File: src/rtl/cmdrx_pkg.sv
package cmdrx_pkg;

    typedef enum logic [1:0] {
        ST_IDLE  = 2'd0,
        ST_SHIFT = 2'd1,
        ST_HELD  = 2'd2
    } rx_state_t;

    localparam int unsigned FRAME_BITS_DEF = 32;
    localparam int unsigned HDR_SKIP_DEF   = 4;
    localparam int unsigned OP_W_DEF       = 4;
    localparam int unsigned ADDR_W_DEF     = 4;
    localparam int unsigned CODE_W_DEF     = 12;

endpackage

File: src/rtl/cmdrx_resync.sv
module cmdrx_resync #(
    parameter int unsigned WIDTH              = 3,
    parameter int unsigned STAGES             = 2,
    parameter logic [WIDTH-1:0] IDLE_LVL      = '1
) (
    input  logic             clk,
    input  logic             rst,
    input  logic [WIDTH-1:0] pin_in,
    output logic [WIDTH-1:0] level
);

    for (genvar gi = 0; gi < WIDTH; gi++) begin : g_line
        logic [STAGES-1:0] chain;

        always_ff @(posedge clk) begin
            if (rst) begin
                chain <= {STAGES{IDLE_LVL[gi]}};
            end else begin
                chain <= {chain[STAGES-2:0], pin_in[gi]};
            end
        end

        assign level[gi] = chain[STAGES-1];
    end

endmodule

File: src/rtl/cmdrx_edges.sv
module cmdrx_edges (
    input  logic clk,
    input  logic rst,
    input  logic sel_lvl,
    input  logic sclk_lvl,
    output logic sel_fall,
    output logic sel_rise,
    output logic sclk_fall
);

    logic sel_prev;
    logic sclk_prev;

    always_ff @(posedge clk) begin
        if (rst) begin
            sel_prev  <= 1'b1;
            sclk_prev <= 1'b1;
        end else begin
            sel_prev  <= sel_lvl;
            sclk_prev <= sclk_lvl;
        end
    end

    assign sel_fall  = sel_prev & ~sel_lvl;
    assign sel_rise  = ~sel_prev & sel_lvl;
    assign sclk_fall = sclk_prev & ~sclk_lvl;

endmodule

File: src/rtl/cmdrx_shifter.sv
module cmdrx_shifter #(
    parameter int unsigned FRAME_BITS = 32,
    parameter int unsigned HDR_SKIP   = 4,
    parameter int unsigned FIELD_W    = 20
) (
    input  logic               clk,
    input  logic               rst,
    input  logic               clear,
    input  logic               shift_en,
    input  logic               bit_in,
    output logic [FIELD_W-1:0] fields_now,
    output logic               last_bit
);

    localparam int unsigned KEEP_W = FRAME_BITS - HDR_SKIP;
    localparam int unsigned TAIL_W = KEEP_W - FIELD_W;
    localparam int unsigned CNT_W  = $clog2(FRAME_BITS);
    localparam logic [CNT_W-1:0] CNT_LAST = CNT_W'(FRAME_BITS - 1);

    logic [KEEP_W-2:0] shreg;
    logic [KEEP_W-1:0] word_now;
    logic [CNT_W-1:0]  bit_cnt;

    assign word_now   = {shreg, bit_in};
    assign fields_now = word_now[TAIL_W +: FIELD_W];
    assign last_bit   = (bit_cnt == CNT_LAST);

    always_ff @(posedge clk) begin
        if (rst || clear) begin
            shreg   <= '0;
            bit_cnt <= '0;
        end else if (shift_en) begin
            shreg   <= word_now[KEEP_W-2:0];
            bit_cnt <= last_bit ? '0 : bit_cnt + 1'b1;
        end
    end

endmodule

File: src/rtl/cmdrx_fsm.sv
module cmdrx_fsm
    import cmdrx_pkg::*;
#(
    parameter int unsigned OP_W   = 4,
    parameter int unsigned ADDR_W = 4,
    parameter int unsigned CODE_W = 12
) (
    input  logic                            clk,
    input  logic                            rst,
    input  logic                            sel_fall,
    input  logic                            sel_rise,
    input  logic                            sclk_fall,
    input  logic                            last_bit,
    input  logic [OP_W+ADDR_W+CODE_W-1:0]   fields_now,
    output logic                            shift_en,
    output logic                            clear,
    output logic [OP_W-1:0]                 op_q,
    output logic [ADDR_W-1:0]               addr_q,
    output logic [CODE_W-1:0]               code_q,
    output logic                            strobe_q,
    output logic                            drop_q
);

    localparam int unsigned FIELD_W = OP_W + ADDR_W + CODE_W;

    rx_state_t state, nxt;
    logic      commit;
    logic      abort;

    always_ff @(posedge clk) begin
        if (rst) begin
            state <= ST_IDLE;
        end else begin
            state <= nxt;
        end
    end

    always_comb begin
        nxt      = state;
        shift_en = 1'b0;
        clear    = 1'b0;
        commit   = 1'b0;
        abort    = 1'b0;
        unique case (state)
            ST_IDLE: begin
                if (sel_fall) begin
                    clear = 1'b1;
                    nxt   = ST_SHIFT;
                end
            end
            ST_SHIFT: begin
                if (sel_rise) begin
                    clear = 1'b1;
                    abort = 1'b1;
                    nxt   = ST_IDLE;
                end else if (sclk_fall) begin
                    shift_en = 1'b1;
                    if (last_bit) begin
                        commit = 1'b1;
                        nxt    = ST_HELD;
                    end
                end
            end
            ST_HELD: begin
                if (sel_rise) begin
                    nxt = ST_IDLE;
                end
            end
            default: begin
                nxt = ST_IDLE;
            end
        endcase
    end

    always_ff @(posedge clk) begin
        if (rst) begin
            op_q     <= '0;
            addr_q   <= '0;
            code_q   <= '0;
            strobe_q <= 1'b0;
            drop_q   <= 1'b0;
        end else begin
            strobe_q <= commit;
            drop_q   <= abort;
            if (commit) begin
                op_q   <= fields_now[FIELD_W-1 -: OP_W];
                addr_q <= fields_now[CODE_W +: ADDR_W];
                code_q <= fields_now[CODE_W-1:0];
            end
        end
    end


    strobe_single_chk: assert property (@(posedge clk) disable iff (rst)
        strobe_q |=> !strobe_q);


    strobe_after_fall_chk: assert property (@(posedge clk) disable iff (rst)
        strobe_q |-> $past(sclk_fall));


    drop_after_rise_chk: assert property (@(posedge clk) disable iff (rst)
        drop_q |-> ($past(sel_rise) && !strobe_q));


    fields_hold_chk: assert property (@(posedge clk) disable iff (rst)
        !strobe_q |-> $stable({op_q, addr_q, code_q}));

endmodule

File: src/rtl/serial_cmd_rx.sv
module serial_cmd_rx
    import cmdrx_pkg::*;
#(
    parameter int unsigned FRAME_BITS  = FRAME_BITS_DEF,
    parameter int unsigned HDR_SKIP    = HDR_SKIP_DEF,
    parameter int unsigned OP_W        = OP_W_DEF,
    parameter int unsigned ADDR_W      = ADDR_W_DEF,
    parameter int unsigned CODE_W      = CODE_W_DEF,
    parameter int unsigned SYNC_STAGES = 2
) (
    input  logic              clk,
    input  logic              rst,
    input  logic              ser_sel_n,
    input  logic              ser_clk,
    input  logic              ser_dat,
    output logic [OP_W-1:0]   cmd_op,
    output logic [ADDR_W-1:0] cmd_addr,
    output logic [CODE_W-1:0] cmd_code,
    output logic              cmd_strobe,
    output logic              cmd_drop
);

    localparam int unsigned FIELD_W = OP_W + ADDR_W + CODE_W;

    logic [2:0]         pin_lvl;
    logic               sel_fall, sel_rise, sclk_fall;
    logic               shift_en, clear, last_bit;
    logic [FIELD_W-1:0] fields_now;

    cmdrx_resync #(
        .WIDTH    (3),
        .STAGES   (SYNC_STAGES),
        .IDLE_LVL (3'b111)
    ) u_resync (
        .clk    (clk),
        .rst    (rst),
        .pin_in ({ser_dat, ser_clk, ser_sel_n}),
        .level  (pin_lvl)
    );

    cmdrx_edges u_edges (
        .clk       (clk),
        .rst       (rst),
        .sel_lvl   (pin_lvl[0]),
        .sclk_lvl  (pin_lvl[1]),
        .sel_fall  (sel_fall),
        .sel_rise  (sel_rise),
        .sclk_fall (sclk_fall)
    );

    cmdrx_shifter #(
        .FRAME_BITS (FRAME_BITS),
        .HDR_SKIP   (HDR_SKIP),
        .FIELD_W    (FIELD_W)
    ) u_shifter (
        .clk        (clk),
        .rst        (rst),
        .clear      (clear),
        .shift_en   (shift_en),
        .bit_in     (pin_lvl[2]),
        .fields_now (fields_now),
        .last_bit   (last_bit)
    );

    cmdrx_fsm #(
        .OP_W   (OP_W),
        .ADDR_W (ADDR_W),
        .CODE_W (CODE_W)
    ) u_fsm (
        .clk        (clk),
        .rst        (rst),
        .sel_fall   (sel_fall),
        .sel_rise   (sel_rise),
        .sclk_fall  (sclk_fall),
        .last_bit   (last_bit),
        .fields_now (fields_now),
        .shift_en   (shift_en),
        .clear      (clear),
        .op_q       (cmd_op),
        .addr_q     (cmd_addr),
        .code_q     (cmd_code),
        .strobe_q   (cmd_strobe),
        .drop_q     (cmd_drop)
    );

endmodule

File: config.mk
export PLATFORM = sky130hd
export DESIGN_NAME = serial_cmd_rx
export DESIGN_NICKNAME = d
export VERILOG_FILES = /design/src/rtl/cmdrx_pkg.sv /design/src/rtl/cmdrx_resync.sv /design/src/rtl/cmdrx_edges.sv /design/src/rtl/cmdrx_shifter.sv /design/src/rtl/cmdrx_fsm.sv /design/src/rtl/serial_cmd_rx.sv
export SDC_FILE = /design/constraint.sdc
export NUM_CORES = 1
export LEC_CHECK = 0
export CAP_MARGIN = 30
export CORE_MARGIN = 4
export CORE_UTILIZATION = 30
export DETAILED_ROUTE_END_ITERATION = 10
export SETUP_SLACK_MARGIN = 0.5
export SYNTH_ARGS = -nofsm -noshare
export SYNTH_HDL_FRONTEND = slang
export SYNTH_SLANG_ARGS = --single-unit
File: constraint.sdc
create_clock -name clk -period 1.6 [get_ports clk]
set_clock_uncertainty 0.05 [all_clocks]
set_input_delay 0.32 -clock clk [delete_from_list [all_inputs] [get_ports clk]]
set_output_delay 0.32 -clock clk [all_outputs]
set_load 0.005 [all_outputs]
### Word-level counts from Yosys, hierarchy flattened

Index checks and enable logic that the tools add are counted.

* register bits: 64
* bits of input ports: 5
* output and inout port bits: 22
* word-level logic and storage cells: 49

* add/sub/neg operators: 1
* equality and inequality tests: 7
* muxes and demuxes: 17
* bitwise logic cells: 7
* reductions and logical operators: 4

Operators with widths (number)
* 2-bit 2-to-1 mux: 5
* 1-bit 2-to-1 mux: 9
* 3-bit != test, second input constant: 2
* 2-bit case mux with 3 select lines: 1
* 5-bit by 1-bit adder with 5-bit output, second input constant: 1
* 5-bit == test, second input constant: 1
* 5-bit 2-to-1 mux: 1
* 2-bit != test, second input constant: 2
* 1-bit inverter: 4
* 4-bit AND reduction: 1
* 1-bit AND: 3
* 2-bit by 1-bit == test with 1-bit output, second input constant: 1
* 2-bit == test, second input constant: 1
* 2-bit logical NOT: 1
* 1-bit case mux with 2 select lines: 1
* 2-bit OR reduction: 1
* 1-bit logical OR: 1

### Longest topological paths before layout

Gate-level depths: netlist of run 1.

* depth after elaboration: 5
* depth in mapped cells: 8
* mapped depth without buffers: 7

### By module

A second synthesis of run 1 with hierarchy kept.

* cells, all modules: 262
* area, all modules: 2658.8 um^2

Modules (own cells, without submodules)
* cmdrx_shifter: instances 1, cells each 135, area each 1335.0 um^2, sequential area each 640.6 um^2
* cmdrx_fsm: instances 1, cells each 105, area each 1071.0 um^2, sequential area each 480.5 um^2
* cmdrx_resync: instances 1, cells each 15, area each 180.2 um^2, sequential area each 120.1 um^2
* cmdrx_edges: instances 1, cells each 7, area each 72.6 um^2, sequential area each 40.0 um^2

### Least setup slack after synthesis of run 1

Ideal clock, no wire load.

* path kind: reg-to-reg
* from: reg u_shifter.bit_cnt[0]
* to: reg u_fsm.code_q[10]
* library setup time: 0.070 ns
* arrival time: 1.569 ns
* required time: 1.480 ns
* path slack: -0.089 ns
* cell stages (with the launch flop): 9
* buffers on the path: 1
* period minus slack after synthesis: 1.689 ns
* cells stage by stage: dfxtp_1 ha_1 and3_1 ha_1 and3b_1 nand3_1 clkbuf_1 nand2_1 a21oi_1

* word-level cells in the longest chain between the ends: 5

RTL lines
* start, declared: RTL line cmdrx_shifter.sv:22 `logic [CNT_W-1:0] bit_cnt;`
* start signal, assigned: RTL line cmdrx_shifter.sv:34 `bit_cnt <= last_bit ? '0 : bit_cnt + 1'b1;`
* 5-bit == test: RTL line cmdrx_shifter.sv:26 `assign last_bit = (bit_cnt == CNT_LAST);`
* 1-bit 2-to-1 mux: RTL line cmdrx_fsm.sv:58 `if (last_bit) begin`
* 1-bit 2-to-1 mux: RTL line cmdrx_fsm.sv:56 `end else if (sclk_fall) begin`
* 1-bit 2-to-1 mux: RTL line cmdrx_fsm.sv:52 `if (sel_rise) begin`
* 1-bit 2-to-1 mux: RTL line cmdrx_fsm.sv:44 `unique case (state)`
* end signal, assigned: RTL line cmdrx_fsm.sv:88 `code_q <= fields_now[CODE_W-1:0];`
* end, declared: RTL line cmdrx_fsm.sv:19 `output logic [CODE_W-1:0] code_q,`

Every way passes these cells.
A chain may end at the register's enable or synchronous reset.

### Worst setup path after layout of run 1

* from: reg u_shifter.bit_cnt[1]
* to: reg u_fsm.addr_q[3]

* word-level cells in the longest chain between the ends: 5

RTL lines
* 5-bit == test: RTL line cmdrx_shifter.sv:26
* 1-bit 2-to-1 mux: RTL line cmdrx_fsm.sv:58
* 1-bit 2-to-1 mux: RTL line cmdrx_fsm.sv:56
* 1-bit 2-to-1 mux: RTL line cmdrx_fsm.sv:52
* 1-bit 2-to-1 mux: RTL line cmdrx_fsm.sv:44
* end signal, assigned: RTL line cmdrx_fsm.sv:87 `addr_q <= fields_now[CODE_W +: ADDR_W];`
* end, declared: RTL line cmdrx_fsm.sv:18 `output logic [ADDR_W-1:0] addr_q,`

Every way passes these cells.

==> out/results.ini, run 1 <==
[status]
status = finished with violations
violations = setup timing

[setup_path]
end_kind = register
critPathLaunchType = register
critical_path.most_common_cell = ha_4
crit_fanout = 23
worstSetupPathType = reg -> reg
cp_data_arrival_time_ns = 1.85
slowest_stage = dfxtp_2
crit_chain = ha_4, and3_4, ha_4, nand3b_1, nor3_2, buf_12, nand2_1, a21oi_1
cp_slowest_stage_delay_ns = 0.35
worstPathRequired_ns = 1.82

[logic_synthesis]
yosys.area.top_type = dfxtp_1
yosysWarnings = 0
synth.distinct_cells = 27
avgSynthCellArea_um2 = 8.52
ys_seq_area_share_pct = 56.1
synth.top_cell.area_share_pct = 56.1
synth.top_cells.by_area = dfxtp_1 (56%), nand2_1 (16%), a21oi_1 (11%)
netlist_instances = 268
synth.net_count = 275
syn-cell-area_mm2 = 0.00228
ys_ff_latch = 64

[global_route]
grtUsageTotal_pct = 11.8
grt_pass1_vias = 1795
grt_max_degree = 24
grt-ovfl-total = 0
antenna_found_initial = 0
grt_pass1_wl_mm = 8.18

[place]
gp_congestion = 0.729
place_ws_ns = -0.0113
io_buffers = 26
place_inst = 387
dp_hpwl_mm = 2.89

[detailed_routing]
wirelength_mm = 4.97
ant_nets = 0
vias = 1896
drt_pre_antenna_iters = 4
drt_iter0_drc = 65
wl_per_cell_um = 11.9
vias_per_cell = 4.53
drc_errors = 0

[power_and_ir_drop]
total_power_mw = 3.03
p_per_area_mw_per_mm2 = 946
leakage_nw = 1.17
peakVddDrop_mv = 0.470

[run]
cap_violations = 0

[cts]
htree_num_levels = 3
clk_pin_slew_worst_paths_ns = 0.07
cts_buffers = 9
clkSinkCount = 64
cts_hold_buf = 0
cts_root_buffer = clkbuf_8
cts.path.max_buffers = 2
tritoncts = done
clkLatencyLatePin_ns = 0.34

[timing]
max_freq_ghz = 0.615
tightestPinTransition_ns = 0.278
finalWorstSetupSlack_ns = -0.0255
maxSlewHeadroom_pct = 81.4
finalHoldViolCount = 0
rsz0062_at_grt = yes
finalHoldWorstSlack_ns = 0.360
min_period_ns = 1.63
setup_violations = 5
finalCritPeriodShare_pct = 102
final_max_slew_viol_count = 0

[floorplan]
rows = 31
coreArea_mm2 = 0.00733
die-area_mm2 = 0.00907
initial_utilization_pct = 31.1
fp.dieW_um = 95.2
io_pins = 27
die_y_um = 95.2

[layout]
drive_gt1_share_pct = 40.0
final_nets = 323
fin_cells = 419
n_fill_cell = 714
utilization_pct = 43.8
area_growth_pct = 40.6
diodes = 0

[hold_path]
hp-class = reg -> reg

==> registers in the layout (all words and copies together) (netlist names) <==
name and count:
u_edges.sclk_prev 1, u_fsm.op_q 4, u_fsm.state 2, u_resync.g_line.chain 6
u_fsm.strobe_q 1, u_shifter.shreg 27, u_shifter.bit_cnt 5, u_fsm.code_q 12
u_fsm.drop_q 1, u_fsm.addr_q 4, u_edges.sel_prev 1
==> power breakdown <==
group          internal (mW)  leakage (nW)  switching [mW]
sequential              1.60         0.530         0.00735
combinational         0.0604         0.538          0.0547
clock                  0.720        0.0975           0.590
total                   2.38          1.17           0.652
==> final cells by class <==
cell class,count,area [um2],share of cell area [%]
Clock inverter,2,12.5,0.390
Timing Repair Buffer,53,548,17.1
Multi-Input combinational cell,188,1030,32.0
Sequential cell,64,1320,41.1
Clock buffer,13,179,5.58
Tap cell,99,124,3.86
==> timing repair <==
| item | in CTS | in global routing |
|---|---|---|
| setup buffers | 11 | 4 |
| cloned | 1 | 1 |
| pin swaps | 2 | 3 |
| resized for setup | 117 | 32 |
| setup endpoints to repair | 78 | 77 |
==> worst max-delay path: cells and delay by family, from the launching register on <==
family | cells | cell delay, ns
and+or+nand+nor | 4 | 0.55
DFF | 1 | 0.35
adders and majority gates | 2 | 0.25
buffers and inverters | 1 | 0.20
AOI/OAI and AO/OA | 1 | 0.14
==> cells in the final DEF (no fill, tap or decap), drive strengths merged, types with 3 or more instances in the layout <==
cell type,n
nand2,100
dfxtp,64
a21oi,49
buf,47
clkbuf,14
or2,8
nor3,7
clkdlybuf4s50,3
nand2b,3
nand3,3
==> routing by layer <==
metal / wire (um) / up-vias / global-route usage (%)
met4: 98 / 0 / 6.01
met3: 253 / 12 / 4.74
met5: 0 / - / 0
met2: 2540 / 34 / 19.7
met1: 2080 / 884 / 13.0
li1: - / 966 / -
==> path summary, 6_finish.rpt <==
check	start	to	slack (ns)	cells after the start
setup / recovery	u_shifter.bit_cnt[1]	u_fsm.addr_q[3]	-0.03	8
hold / removal	u_resync.g_line[2].chain[0]	u_resync.g_line[2].chain[1]	0.36	1
setup reg to reg	u_shifter.bit_cnt[1]	u_fsm.addr_q[3]	-0.03	8
hold reg to reg	u_resync.g_line[2].chain[0]	u_resync.g_line[2].chain[1]	0.36	1
==> per-stage QoR <==
step,instance area [um2],TNS [ns]
finish,3210,-0.0407
global route,3210,-1.83
CTS,3030,-0.0729
detailed placement,2760,-0.0387
global placement,2760,0
floorplan,2370,0
==> synth_stat cells, drive strengths merged <==
cell,n
a211oi,1
a21oi,49
a22oi,1
a32oi,1
and2,1
and3,2
and3b,1
and4bb,1
buf,12
clkbuf,4
dfxtp,64
ha,2
nand2,100
nand2b,3
nand3,3
nand3b,1
nor2,1
nor2b,2
nor3,7
o21bai,1
or2,8
xnor2,1
xor2,2
==> logic make-up (layout without fill, tap and decap cells) <==
kind of cell | Yosys count | in the layout | share of synthesized area, %
simple gates | 130 | 130 | 25.1
fa+ha+maj | 2 | 2 | 1.10
flops | 64 | 64 | 56.1
xor+xnor | 3 | 3 | 1.15
buf+inv | 16 | 68 | 4.22
compound gates | 53 | 53 | 12.3
No activity file was read; power rests on OpenSTA's default activity.
==> run 2, diff against run 1 <==
--- a/config.mk
+++ b/config.mk
@@ -5,6 +5,7 @@
 export SDC_FILE = /design/constraint.sdc
 export NUM_CORES = 1
 export LEC_CHECK = 0
+export ABC_CLOCK_PERIOD_IN_PS = 1600
 export CAP_MARGIN = 30
 export CORE_MARGIN = 4
 export CORE_UTILIZATION = 30
==> results of run 2 <==
Same layout as run 1: the final DEF is identical, and so are final timing and power.
==> run 3, diff against run 2 <==
--- a/config.mk
+++ b/config.mk
@@ -5,7 +5,7 @@
 export SDC_FILE = /design/constraint.sdc
 export NUM_CORES = 1
 export LEC_CHECK = 0
-export ABC_CLOCK_PERIOD_IN_PS = 1600
+export ABC_CLOCK_PERIOD_IN_PS = 1400
 export CAP_MARGIN = 30
 export CORE_MARGIN = 4
 export CORE_UTILIZATION = 30
==> constraint.sdc (replaced) <==
create_clock -name clk -period 1.4 [get_ports clk]
set_clock_uncertainty 0.05 [all_clocks]
set_input_delay 0.28 -clock clk [delete_from_list [all_inputs] [get_ports clk]]
set_output_delay 0.28 -clock clk [all_outputs]
set_load 0.005 [all_outputs]
==> run 3 against run 2 <==
The run still ends with setup timing left. Sequential power grew 14%. Design area grew 13%. Clock power grew 21%. Routed wire length grew 14%. Largest cell class is now multi-input gates. Sequential cell count is the same.
==> out/results.ini, run 3 (same netlist as run 1, synthesis figures left out) <==
[setup_path]
cp_data_arrival_time_ns = 1.93
worstSetupPathType = reg -> reg
critPathLaunchType = register
crit_fanout = 6
end_kind = register
worstPathRequired_ns = 1.64
cp-startpoint = u_shifter.bit_cnt[0]
worstReg2RegStart = u_shifter.bit_cnt[0]

[power_and_ir_drop]
leakage_nw = 1.65
p_per_area_mw_per_mm2 = 985
total_power_mw = 3.57
peakVddDrop_mv = 0.529

[cts]
cts.path.max_buffers = 2
clkLatencyLatePin_ns = 0.34
clk_pin_slew_worst_paths_ns = 0.08
cts_hold_buf = 0
cts_buffers = 9
htree_num_levels = 3
tritoncts = done
cts_root_buffer = clkbuf_8
clkSinkCount = 64

[detailed_routing]
drt_iter0_drc = 47
wl_per_cell_um = 13.3
drc_errors = 0
vias_per_cell = 4.64
ant_nets = 0
vias = 1974
drt_pre_antenna_iters = 4
wirelength_mm = 5.66

[place]
gp_congestion = 0.764
dp_hpwl_mm = 3.03
io_buffers = 26

[floorplan]
rows = 31
initial_utilization_pct = 31.1
io_pins = 27
die-area_mm2 = 0.00907
coreArea_mm2 = 0.00733
fp.dieW_um = 95.2
die_y_um = 95.2

[timing]
min_period_ns = 1.70
maxSlewHeadroom_pct = 79.0
tns_ns = -6.18
finalHoldViolCount = 0
tightestPinTransition_ns = 0.314
final_max_slew_viol_count = 0
finalCritPeriodShare_pct = 121
max_freq_ghz = 0.589
setup_violations = 26
finalWorstSetupSlack_ns = -0.297
rsz0062_at_grt = yes

[hold_path]
hp-class = reg -> reg
worstHoldStart = u_resync.g_line[0].chain[0]

[layout]
final_cell_mix = nand2_1 (65), a21oi_2 (37), dfxtp_1 (37)
reg_top3 = u_shifter.shreg x27, u_fsm.code_q x12, u_resync.g_line.chain x6
final_nets = 328
area_growth_pct = 58.7
diodes = 0
final_common_cell = nand2_1
largest_reg_flops = 27
drive_gt1_share_pct = 59.8
regMostFlops = u_shifter.shreg

[global_route]
grt_pass1_wl_mm = 8.20
grt_pass1_vias = 1784
grt_max_degree = 24
grtUsageTotal_pct = 11.8
antenna_found_initial = 0
grt-ovfl-total = 0

[status]
violations = setup timing
status = finished with violations

[run]
cap_violations = 0

[run 3: critical path, cell delays in order, from the launching register on]
cell and delay [ns]:
dfxtp_2 0.35, ha_4 0.12, and3_4 0.18, ha_4 0.12
nand3b_1 0.14, nor3_4 0.17, buf_6 0.15, clkbuf_16 0.16
nand2_2 0.06, a21oi_2 0.12
[run 3: power breakdown]
part           total [mW]  internal (mW)  leakage, nW  switching (mW)
Combinational       0.137         0.0597         1.02          0.0773
Sequential           1.84           1.83        0.529         0.00852
Clock                1.59          0.868       0.0993           0.721
Total                3.57           2.76         1.65           0.807
[run 3: layout make-up]
cell class / instances / area, um2
clock inverter: 5 / 56.3
multi-input combinational: 188 / 1370
sequential: 64 / 1320
timing repair buffer: 58 / 611
fill: 659 / 3710
tap: 99 / 124
clock buffer: 11 / 141
[run 3: routing by layer]
layer  track usage (%)  routed length [um]
met1              15.1                2590
met4              6.61                  96
met2              17.4                2790
met5                 0                   0
met3              4.03                 181
[run 3: final timing paths]
| path | to | slack [ns] | cells after the start |
|---|---|---|---|
| worst min register to register | u_resync.g_line[0].chain[1] | 0.36 | 1 |
| worst min-delay path | u_resync.g_line[0].chain[1] | 0.36 | 1 |
| worst max-delay path | u_fsm.code_q[11] | -0.30 | 9 |
| worst max register to register | u_fsm.code_q[11] | -0.30 | 9 |
[run 3: through the flow]
stage	worst slack, ns	utilization [%]	instance area (um2)	hold WS [ns]	cells
after global placement	-0.148	38.4	2820	0.343	393
after global routing	-0.372	49.4	3620	0.384	425
after detailed placement	-0.200	38.4	2820	0.346	393
after floorplan	-0.135	-	2370	0.334	268
after CTS	-0.210	41.3	3030	0.361	415
final	-0.297	49.4	3620	0.359	425
[run 3: repair_timing]
action | 4_1_cts | 5_1_grt
setup endpoints to repair | 86 | 78
pin swaps | 2 | 53
gates cloned | 0 | 5
resized for setup | 117 | 116
buffers inserted | 6 | 5
